File: src/rtl/usb_rx_ep_pkg.sv
package usb_rx_ep_pkg;

  // Register bit positions (software decodes these)
  localparam int B_CLRDT   = 7;
  localparam int B_STALLED = 6;
  localparam int B_STALL   = 5;
  localparam int B_FLUSH   = 4;
  localparam int B_DATAERR = 3;
  localparam int B_OVER    = 2;
  localparam int B_FULL    = 1;
  localparam int B_RXRDY   = 0;

  // Number of packet slots available in the chosen buffering mode
  function automatic logic [1:0] slot_cap(input logic dbl);
    return dbl ? 2'd2 : 2'd1;
  endfunction

  // Full-size unload with auto-clear enabled releases the packet
  function automatic logic autoclr_hit(input logic en, input logic [15:0] len,
                                       input logic [15:0] maxp);
    return en && (len == maxp);
  endfunction

  // Bulk toggle check: packet PID must match the expected toggle
  function automatic logic toggle_ok(input logic pid1, input logic expect1);
    return pid1 == expect1;
  endfunction

endpackage

File: src/rtl/usb_rx_slot_q.sv
module usb_rx_slot_q
  import usb_rx_ep_pkg::*;
#(
  parameter int SLOTS = 2
) (
  input  logic       clk,
  input  logic       rst_n,
  input  logic       push,
  input  logic       push_err,
  input  logic       pop,
  input  logic [1:0] cap,
  output logic [1:0] cnt,
  output logic       room,
  output logic       head_err,
  output logic       head_new
);

  logic [1:0]       cnt_q, cnt_n, wr_idx;
  logic [SLOTS-1:0] err_q, err_n;

  assign wr_idx = cnt_q - {1'b0, pop};
  assign cnt_n  = cnt_q + {1'b0, push} - {1'b0, pop};

  always_comb begin
    err_n = err_q;
    if (pop) begin
      for (int i = 0; i < SLOTS - 1; i++) err_n[i] = err_q[i+1];
      err_n[SLOTS-1] = 1'b0;
    end
    if (push) err_n[wr_idx[0]] = push_err;
  end

  always_ff @(posedge clk) begin
    if (!rst_n) begin
      cnt_q <= '0;
      err_q <= '0;
    end else begin
      cnt_q <= cnt_n;
      err_q <= err_n;
    end
  end

  assign cnt      = cnt_q;
  assign room     = cnt_q < cap;
  assign head_err = err_q[0];
  assign head_new = (cnt_n != 2'd0) && ((cnt_q == 2'd0) || pop);

endmodule

File: src/rtl/usb_rx_ep_csr.sv
module usb_rx_ep_csr
  import usb_rx_ep_pkg::*;
(
  input  logic       clk,
  input  logic       rst_n,
  input  logic       wr,
  input  logic [7:0] wdata,
  input  logic       rxrdy,
  input  logic       stall_sent,
  input  logic       over_set,
  output logic       stall_bit,
  output logic       stalled,
  output logic       over,
  output logic       clr_tog,
  output logic       flush_req,
  output logic       rel_req
);

  assign clr_tog   = wr && wdata[B_CLRDT];
  assign flush_req = wr && wdata[B_FLUSH] && rxrdy;
  assign rel_req   = wr && !wdata[B_RXRDY] && rxrdy;

  always_ff @(posedge clk) begin
    if (!rst_n) begin
      stall_bit <= 1'b0;
      stalled   <= 1'b0;
      over      <= 1'b0;
    end else begin
      if (wr) stall_bit <= wdata[B_STALL];
      if (stall_sent)                     stalled <= 1'b1;
      else if (wr && !wdata[B_STALLED])   stalled <= 1'b0;
      if (over_set)                       over <= 1'b1;
      else if (wr && !wdata[B_OVER])      over <= 1'b0;
    end
  end

endmodule

File: src/rtl/usb_rx_ep_toggle.sv
module usb_rx_ep_toggle (
  input  logic clk,
  input  logic rst_n,
  input  logic clr,
  input  logic adv,
  output logic tog
);

  always_ff @(posedge clk) begin
    if (!rst_n)   tog <= 1'b0;
    else if (clr) tog <= 1'b0;
    else if (adv) tog <= !tog;
  end

endmodule

File: src/rtl/usb_rx_ep_ctrl.sv
module usb_rx_ep_ctrl
  import usb_rx_ep_pkg::*;
#(
  parameter int MAXP_W = 11,
  parameter int SLOTS  = 2
) (
  input  logic              clk,
  input  logic              rst_n,
  input  logic              reg_wr,
  input  logic [7:0]        reg_wdata,
  output logic [7:0]        reg_rdata,
  input  logic              rx_pkt,
  input  logic              rx_err,
  input  logic              rx_data1,
  input  logic              stall_sent,
  input  logic              unld_done,
  input  logic [MAXP_W-1:0] unld_len,
  input  logic [MAXP_W-1:0] max_pkt_size,
  input  logic              autoclr,
  input  logic              iso_mode,
  input  logic              dbl_buf,
  output logic              stall_hs,
  output logic              rx_nak,
  output logic              data_toggle,
  output logic              ep_irq,
  output logic              fifo_rd_rst
);

  // Named internal events (also observed by the checker)
  logic [1:0] cnt;
  logic       room, head_err, head_new, rxrdy;
  logic       stall_bit, stalled, over;
  logic       clr_tog, flush_req, rel_req, auto_rel;
  logic       pkt_valid, accept, nak_ev, over_ev, pop, tog_adv;

  assign rxrdy     = cnt != 2'd0;
  assign stall_hs  = stall_bit && !iso_mode;

  // Bulk: error-free and toggle-matched packets are candidates; iso: all are
  assign pkt_valid = rx_pkt && !stall_hs &&
                     (iso_mode || (!rx_err && toggle_ok(rx_data1, data_toggle)));
  assign accept    = pkt_valid && room;
  assign nak_ev    = pkt_valid && !room && !iso_mode;
  assign over_ev   = pkt_valid && !room && iso_mode;
  assign tog_adv   = accept && !iso_mode;

  assign auto_rel  = unld_done && rxrdy &&
                     autoclr_hit(autoclr, 16'(unld_len), 16'(max_pkt_size));
  assign pop       = flush_req || rel_req || auto_rel;

  usb_rx_slot_q #(.SLOTS(SLOTS)) u_q (
    .clk      (clk),
    .rst_n    (rst_n),
    .push     (accept),
    .push_err (rx_err),
    .pop      (pop),
    .cap      (slot_cap(dbl_buf)),
    .cnt      (cnt),
    .room     (room),
    .head_err (head_err),
    .head_new (head_new)
  );

  usb_rx_ep_csr u_csr (
    .clk        (clk),
    .rst_n      (rst_n),
    .wr         (reg_wr),
    .wdata      (reg_wdata),
    .rxrdy      (rxrdy),
    .stall_sent (stall_sent),
    .over_set   (over_ev),
    .stall_bit  (stall_bit),
    .stalled    (stalled),
    .over       (over),
    .clr_tog    (clr_tog),
    .flush_req  (flush_req),
    .rel_req    (rel_req)
  );

  usb_rx_ep_toggle u_tog (
    .clk   (clk),
    .rst_n (rst_n),
    .clr   (clr_tog),
    .adv   (tog_adv),
    .tog   (data_toggle)
  );

  always_ff @(posedge clk) begin
    if (!rst_n) begin
      ep_irq      <= 1'b0;
      rx_nak      <= 1'b0;
      fifo_rd_rst <= 1'b0;
    end else begin
      ep_irq      <= head_new;
      rx_nak      <= nak_ev;
      fifo_rd_rst <= flush_req;
    end
  end

  always_comb begin
    reg_rdata            = 8'h00;
    reg_rdata[B_STALLED] = stalled;
    reg_rdata[B_STALL]   = stall_bit;
    reg_rdata[B_DATAERR] = iso_mode && rxrdy && head_err;
    reg_rdata[B_OVER]    = iso_mode && over;
    reg_rdata[B_FULL]    = cnt == slot_cap(dbl_buf);
    reg_rdata[B_RXRDY]   = rxrdy;
  end

endmodule

File: config.mk
export PLATFORM = sky130hd
export DESIGN_NAME = usb_rx_ep_ctrl
export DESIGN_NICKNAME = d
export VERILOG_FILES = /design/src/rtl/usb_rx_ep_pkg.sv /design/src/rtl/usb_rx_slot_q.sv /design/src/rtl/usb_rx_ep_csr.sv /design/src/rtl/usb_rx_ep_toggle.sv /design/src/rtl/usb_rx_ep_ctrl.sv
export SDC_FILE = /design/constraint.sdc
export NUM_CORES = 1
export LEC_CHECK = 0
export BUFFER_PORTS_ARGS = -buffer_cell sky130_fd_sc_hd__buf_2
export CAP_MARGIN = 20
export CELL_PAD_IN_SITES_DETAIL_PLACEMENT = 2
export CELL_PAD_IN_SITES_GLOBAL_PLACEMENT = 2
export CORE_ASPECT_RATIO = 0.8
export CORE_UTILIZATION = 21
export DETAILED_ROUTE_END_ITERATION = 8
export GPL_TIMING_DRIVEN = 0
export MAX_ROUTING_LAYER = met4
export PLACE_DENSITY = 0.86
export SKIP_CTS_REPAIR_TIMING = 1
export SLEW_MARGIN = 20
export SYNTH_ARGS = -nofsm -noshare
export SYNTH_HDL_FRONTEND = slang
export SYNTH_SLANG_ARGS = --single-unit
File: constraint.sdc
create_clock -name clk -period 6.5 [get_ports clk]
set_clock_uncertainty 0.05 [all_clocks]
set_input_delay 0.975 -clock clk [delete_from_list [all_inputs] [get_ports clk]]
set_output_delay 0.975 -clock clk [all_outputs]
set_load 0.1 [all_outputs]
Yosys cells after proc, flatten, opt, wreduce, memory -nomap -nowiden
Index checks and enable logic that the tools add are counted.
{ "op_classes": {"n_addsub": 3, "order_cmp": 3, "eq_ne": 3, "mux": 10, "bitwise_logic": 1, "reduce_logical": 42} }
{ "ops": {"columns": ["operator", "count"], "rows": [
  ["$logic_and A1 B1 Y1", 24],
  ["$eq A11 B11 Y1", 1],
  ["$logic_not A1 Y1", 8],
  ["$reduce_bool A2 Y1", 4],
  ["$mux W2", 3],
  ["$mux W1", 5],
  ["$logic_or A1 B1 Y1", 4],
  ["$add A2 B1 Y2", 1],
  ["$bwmux W2", 1],
  ["$eq A2 B2 Y1", 1],
  ["$logic_not A2 Y1", 1],
  ["$lt A1 B2 Y1 const B", 1],
  ["$lt A2 B2 Y1", 1],
  ["$reduce_or A2 Y1", 1],
  ["$sub A2 B1 Y2", 1],
  ["$demux W1 S1", 1],
  ["$eq A1 B1 Y1", 1],
  ["$ge A1 B1 Y1 const B", 1],
  ["$not A1 Y1", 1],
  ["$sub A1 B1 Y1", 1]
]} }
{ "word_totals": {"register_bits": 11, "in_bits": 41, "output_inout_bits": 13} }

Depth between registers and ports, before layout
{ "depth": {"word_depth": 12, "mapped_depth": 11} }

Modules after synthesis
Synthesis repeated with hierarchy kept, for this count alone.
{ "hier_totals": {"cells_unflattened": 92, "area_unflattened_um2": 802.0} }
{ "by_module_without_submodules": {"columns": ["mod", "n_inst", "cells_per_inst", "area_per_inst_um2", "seq_area_each_um2"], "rows": [
  ["usb_rx_ep_ctrl", 1, 44, 354.1, 60.1],
  ["usb_rx_slot_q", 1, 30, 265.3, 80.1],
  ["usb_rx_ep_csr", 1, 15, 141.4, 60.1],
  ["usb_rx_ep_toggle", 1, 3, 41.3, 20.0]
]} }

Least setup slack after synthesis
OpenSTA, ideal clock, no wires.
{ "synth_timing": {"path_type": "input port to output port", "startpoint": "in iso_mode", "endpoint": "out stall_hs", "arrival_time_ns": 2.310, "slack_ns": 3.165, "stages": 1, "n_path_buf": 0, "path_cell_list": "nor2b_1"} }
{ "synth_via": {"elab_chain_cells": 2} }
{ "synth_lines": {"columns": ["item", "line", "text"], "rows": [
  ["start, declared", "usb_rx_ep_ctrl.sv:20", "input logic iso_mode,"],
  ["$logic_not A1 Y1", "usb_rx_ep_ctrl.sv:37", "assign stall_hs = stall_bit && !iso_mode;"],
  ["$logic_and A1 B1 Y1", "usb_rx_ep_ctrl.sv:37", null],
  ["end, declared", "usb_rx_ep_ctrl.sv:22", "output logic stall_hs,"]
]} }
Every way passes these cells.

Final worst setup path
{ "layout_timing": {"startpoint": "in dbl_buf", "endpoint": "out reg_rdata[1]"} }
{ "layout_via": {"elab_chain_cells": 2} }
{ "layout_lines": {"columns": ["item", "line", "text"], "rows": [
  ["start, declared", "usb_rx_ep_ctrl.sv:21", "input logic dbl_buf,"],
  ["$mux W2", "usb_rx_ep_pkg.sv:15", "return dbl ? 2'd2 : 2'd1;"],
  ["$eq A2 B2 Y1", "usb_rx_ep_ctrl.sv:106", "reg_rdata[B_FULL] = cnt == slot_cap(dbl_buf);"],
  ["end, declared", "usb_rx_ep_ctrl.sv:11", "output logic [7:0] reg_rdata,"]
]} }
Every way passes these cells.

==> metrics.txt <==
worst-path fanout max 2; area grow syn2layout 46.7%; Worst EP required 5.47 ns; Yosys top cell by area dfxtp_1; Final #Nets 186; PwrDens 358 nW/µm²; status finished clean; Synth top area share 0.299; Gate power share 0.578; library cells used by synthesis 32; Clk pwr share 0.183; Pre-antenna DRT Iters 2; clk sink count 11; IR drop worst, VDD 0.000120 V; Final Slew Violations 0; critical path class input pin to primary output; Seq pwr share 0.239; Final ANT Viol Nets 0; final core occ 0.336; Cells after Synth 86; Synth Cell Area 737 µm²; Critical Path Start Type input pin; Core Box Area 3220 µm²; share of layout cells above drive strength 1 0.429; Synth warnings 0; # rows 18; TritonCTS clock tree built; unrepaired setup endpoints after global routing false; final-report setup violation count 0; dpl hpwl 2070 µm; hold_ws 0.432 ns; fmax 340 MHz; Crit. End Element primary output; WP data arrival 1.92 ns; GRT Total Usage 0.155; Fin. Hold Viols 0; Syn Area/Cell 8.57 µm²; vias in the first global route 806; first-pass GRT wire length 3940 µm; clock insertion delay at the later pin of the skew report 0.24 ns; Die H 55.0 µm; TNS Setup 0 ns; drt initial violations 19; DR vias 786; top cells by area, synth dfxtp_1 30%, xor2_1 14%, ha_1 6.8%; htree depth 1; drt total wl 2460 µm; max cap viols 0; Final Wtd Congestion 0.687; Tot Pwr 0.387 mW; die area 3750 µm²; Final period util 0.453; NetSw 0.198 mW; Via density 4.37; I/O Buffers 49; diodes inserted 0; largest net degree at the start of global routing 11; leakage power 0.586 nW; Seq/Total Area, Yosys 0.299; Internal Power 0.189 mW; CTS clk-pin slew, worst paths 0.05 ns; initial antenna violation count 0; Final min period 2.94 ns; switching share of power 0.511; detailed-route DRC error count 0; clock root buffer clkbuf_8; Max clock buf depth 2; flop and latch count out of synthesis 11; Num CTS Buffers 3; Initial Util 0.229; Worst Hold Class register to register; total gr overflow 0; wire per inst 13.6 µm; io pins 54; die width 68.2 µm
[power groups by stage]
| stage | logic, mW | registers [mW] | clock network, mW |
|---|---|---|---|
| 6_report | 0.224 | 0.0924 | 0.0710 |
| 5_1_grt | 0.243 | 0.0940 | 0.0774 |
| 4_1_cts | 0.226 | 0.0925 | 0.0730 |
| 3_5_place_dp | 0.224 | 0.0937 | 0 |
| 3_3_place_gp | 0.219 | 0.0924 | 0 |
| 2_1_floorplan | 0.154 | 0.118 | 0 |
[sequential cells by signal, summed over array words and instances, names as in the netlist]
name,cells
u_q.err_q,2
u_csr.over,1
u_csr.stalled,1
fifo_rd_rst,1
u_csr.stall_bit,1
u_tog.tog,1
u_q.cnt,2
rx_nak,1
ep_irq,1
[path summary, 6_finish.rpt]
check / start / endpoint / slack [ns] / depth (start not counted)
setup / recovery: dbl_buf / reg_rdata[1] / 3.56 / 5
hold / removal: u_q.err_q[1] / u_q.err_q[1] / 0.43 / 2
setup reg to reg: u_q.cnt[1] / ep_irq / 4.07 / 11
hold reg to reg: u_q.err_q[1] / u_q.err_q[1] / 0.43 / 2
[metal layers]
layer / global-route usage / wire, µm / vias to the layer above
met2: 0.278 / 1240 / 20
met5: - / 0 / -
met3: 0.0430 / 113 / 5
met4: 0.0417 / 21 / 0
li1: - / - / 391
met1: 0.171 / 1080 / 370
[cell usage after synthesis]
| master | number |
|---|---|
| a22oi_2 | 1 |
| clkbuf_1 | 1 |
| and2_1 | 4 |
| a21oi_1 | 2 |
| xnor2_1 | 3 |
| conb_1 | 1 |
| a2bb2oi_1 | 1 |
| mux2i_1 | 2 |
| o211ai_1 | 1 |
| or2_2 | 1 |
| nand3_1 | 2 |
| a21boi_0 | 2 |
| xor2_1 | 12 |
| nor2_1 | 3 |
| o21ai_0 | 2 |
| and3_1 | 2 |
| nor3_1 | 1 |
| o41ai_1 | 1 |
| nand2_1 | 4 |
| nor4_1 | 3 |
| ha_1 | 4 |
| nor3b_1 | 1 |
| a21o_1 | 1 |
| o21ai_1 | 1 |
| o31ai_1 | 1 |
| nor3_2 | 1 |
| buf_4 | 5 |
| nor2b_1 | 2 |
| inv_1 | 8 |
| nand3b_1 | 1 |
| dfxtp_1 | 11 |
| a31oi_1 | 1 |
[cell type report]
type | instances | area [µm²]
buffer | 6 | 41.3
clock buffer | 4 | 45.0
fill | 405 | 2140
inverter | 8 | 30.0
multi-input combinational | 62 | 449
sequential | 11 | 220
tap | 40 | 50.0
timing repair buffer | 49 | 245
[through the flow]
step / setup WS (ns) / cells / area (µm²)
global route: 3.23 / 180 / 1080
CTS: 3.52 / 180 / 1080
finish: 3.56 / 180 / 1080
floorplan: 3.16 / 87 / 741
global placement: 3.42 / 176 / 1040
detailed placement: 3.30 / 176 / 1040
[cell usage in the layout, fill, tap and decap left out]
master,n
buf_2,49
xor2_1,12
dfxtp_1,11
inv_1,8
buf_4,5
and2_1,4
nand2_1,4
ha_1,4
xnor2_1,3
nor2_1,3
nor4_1,3
clkbuf_8,3
nor2b_1,2
a21oi_1,2
and3_1,2
clkbuf_1,2
nand3_1,2
o21ai_0,2
a21boi_0,2
mux2i_1,2
conb_1,2
a21o_1,1
nor3b_1,1
a22oi_2,1
o211ai_1,1
o21ai_1,1
a31oi_1,1
or2_2,1
nor3_1,1
o31ai_1,1
o41ai_1,1
nor3_2,1
nand3b_1,1
a2bb2oi_1,1
[logic make-up after synthesis]
logic type | Yosys count | synth area share
other cells | 1 | 0.00509
mux | 2 | 0.0272
buf+inv | 14 | 0.0968
flops | 11 | 0.299
xor+xnor | 15 | 0.178
fa+ha+maj | 4 | 0.0679
compound gates | 14 | 0.134
simple gates | 25 | 0.192
[critical path, cell delays in order]
cell and delay [ns]:
buf_2 0.07, inv_1 0.04, ha_1 0.28, and2_1 0.12
buf_2 0.42
Note: power is estimated with default switching activity, not from simulation.
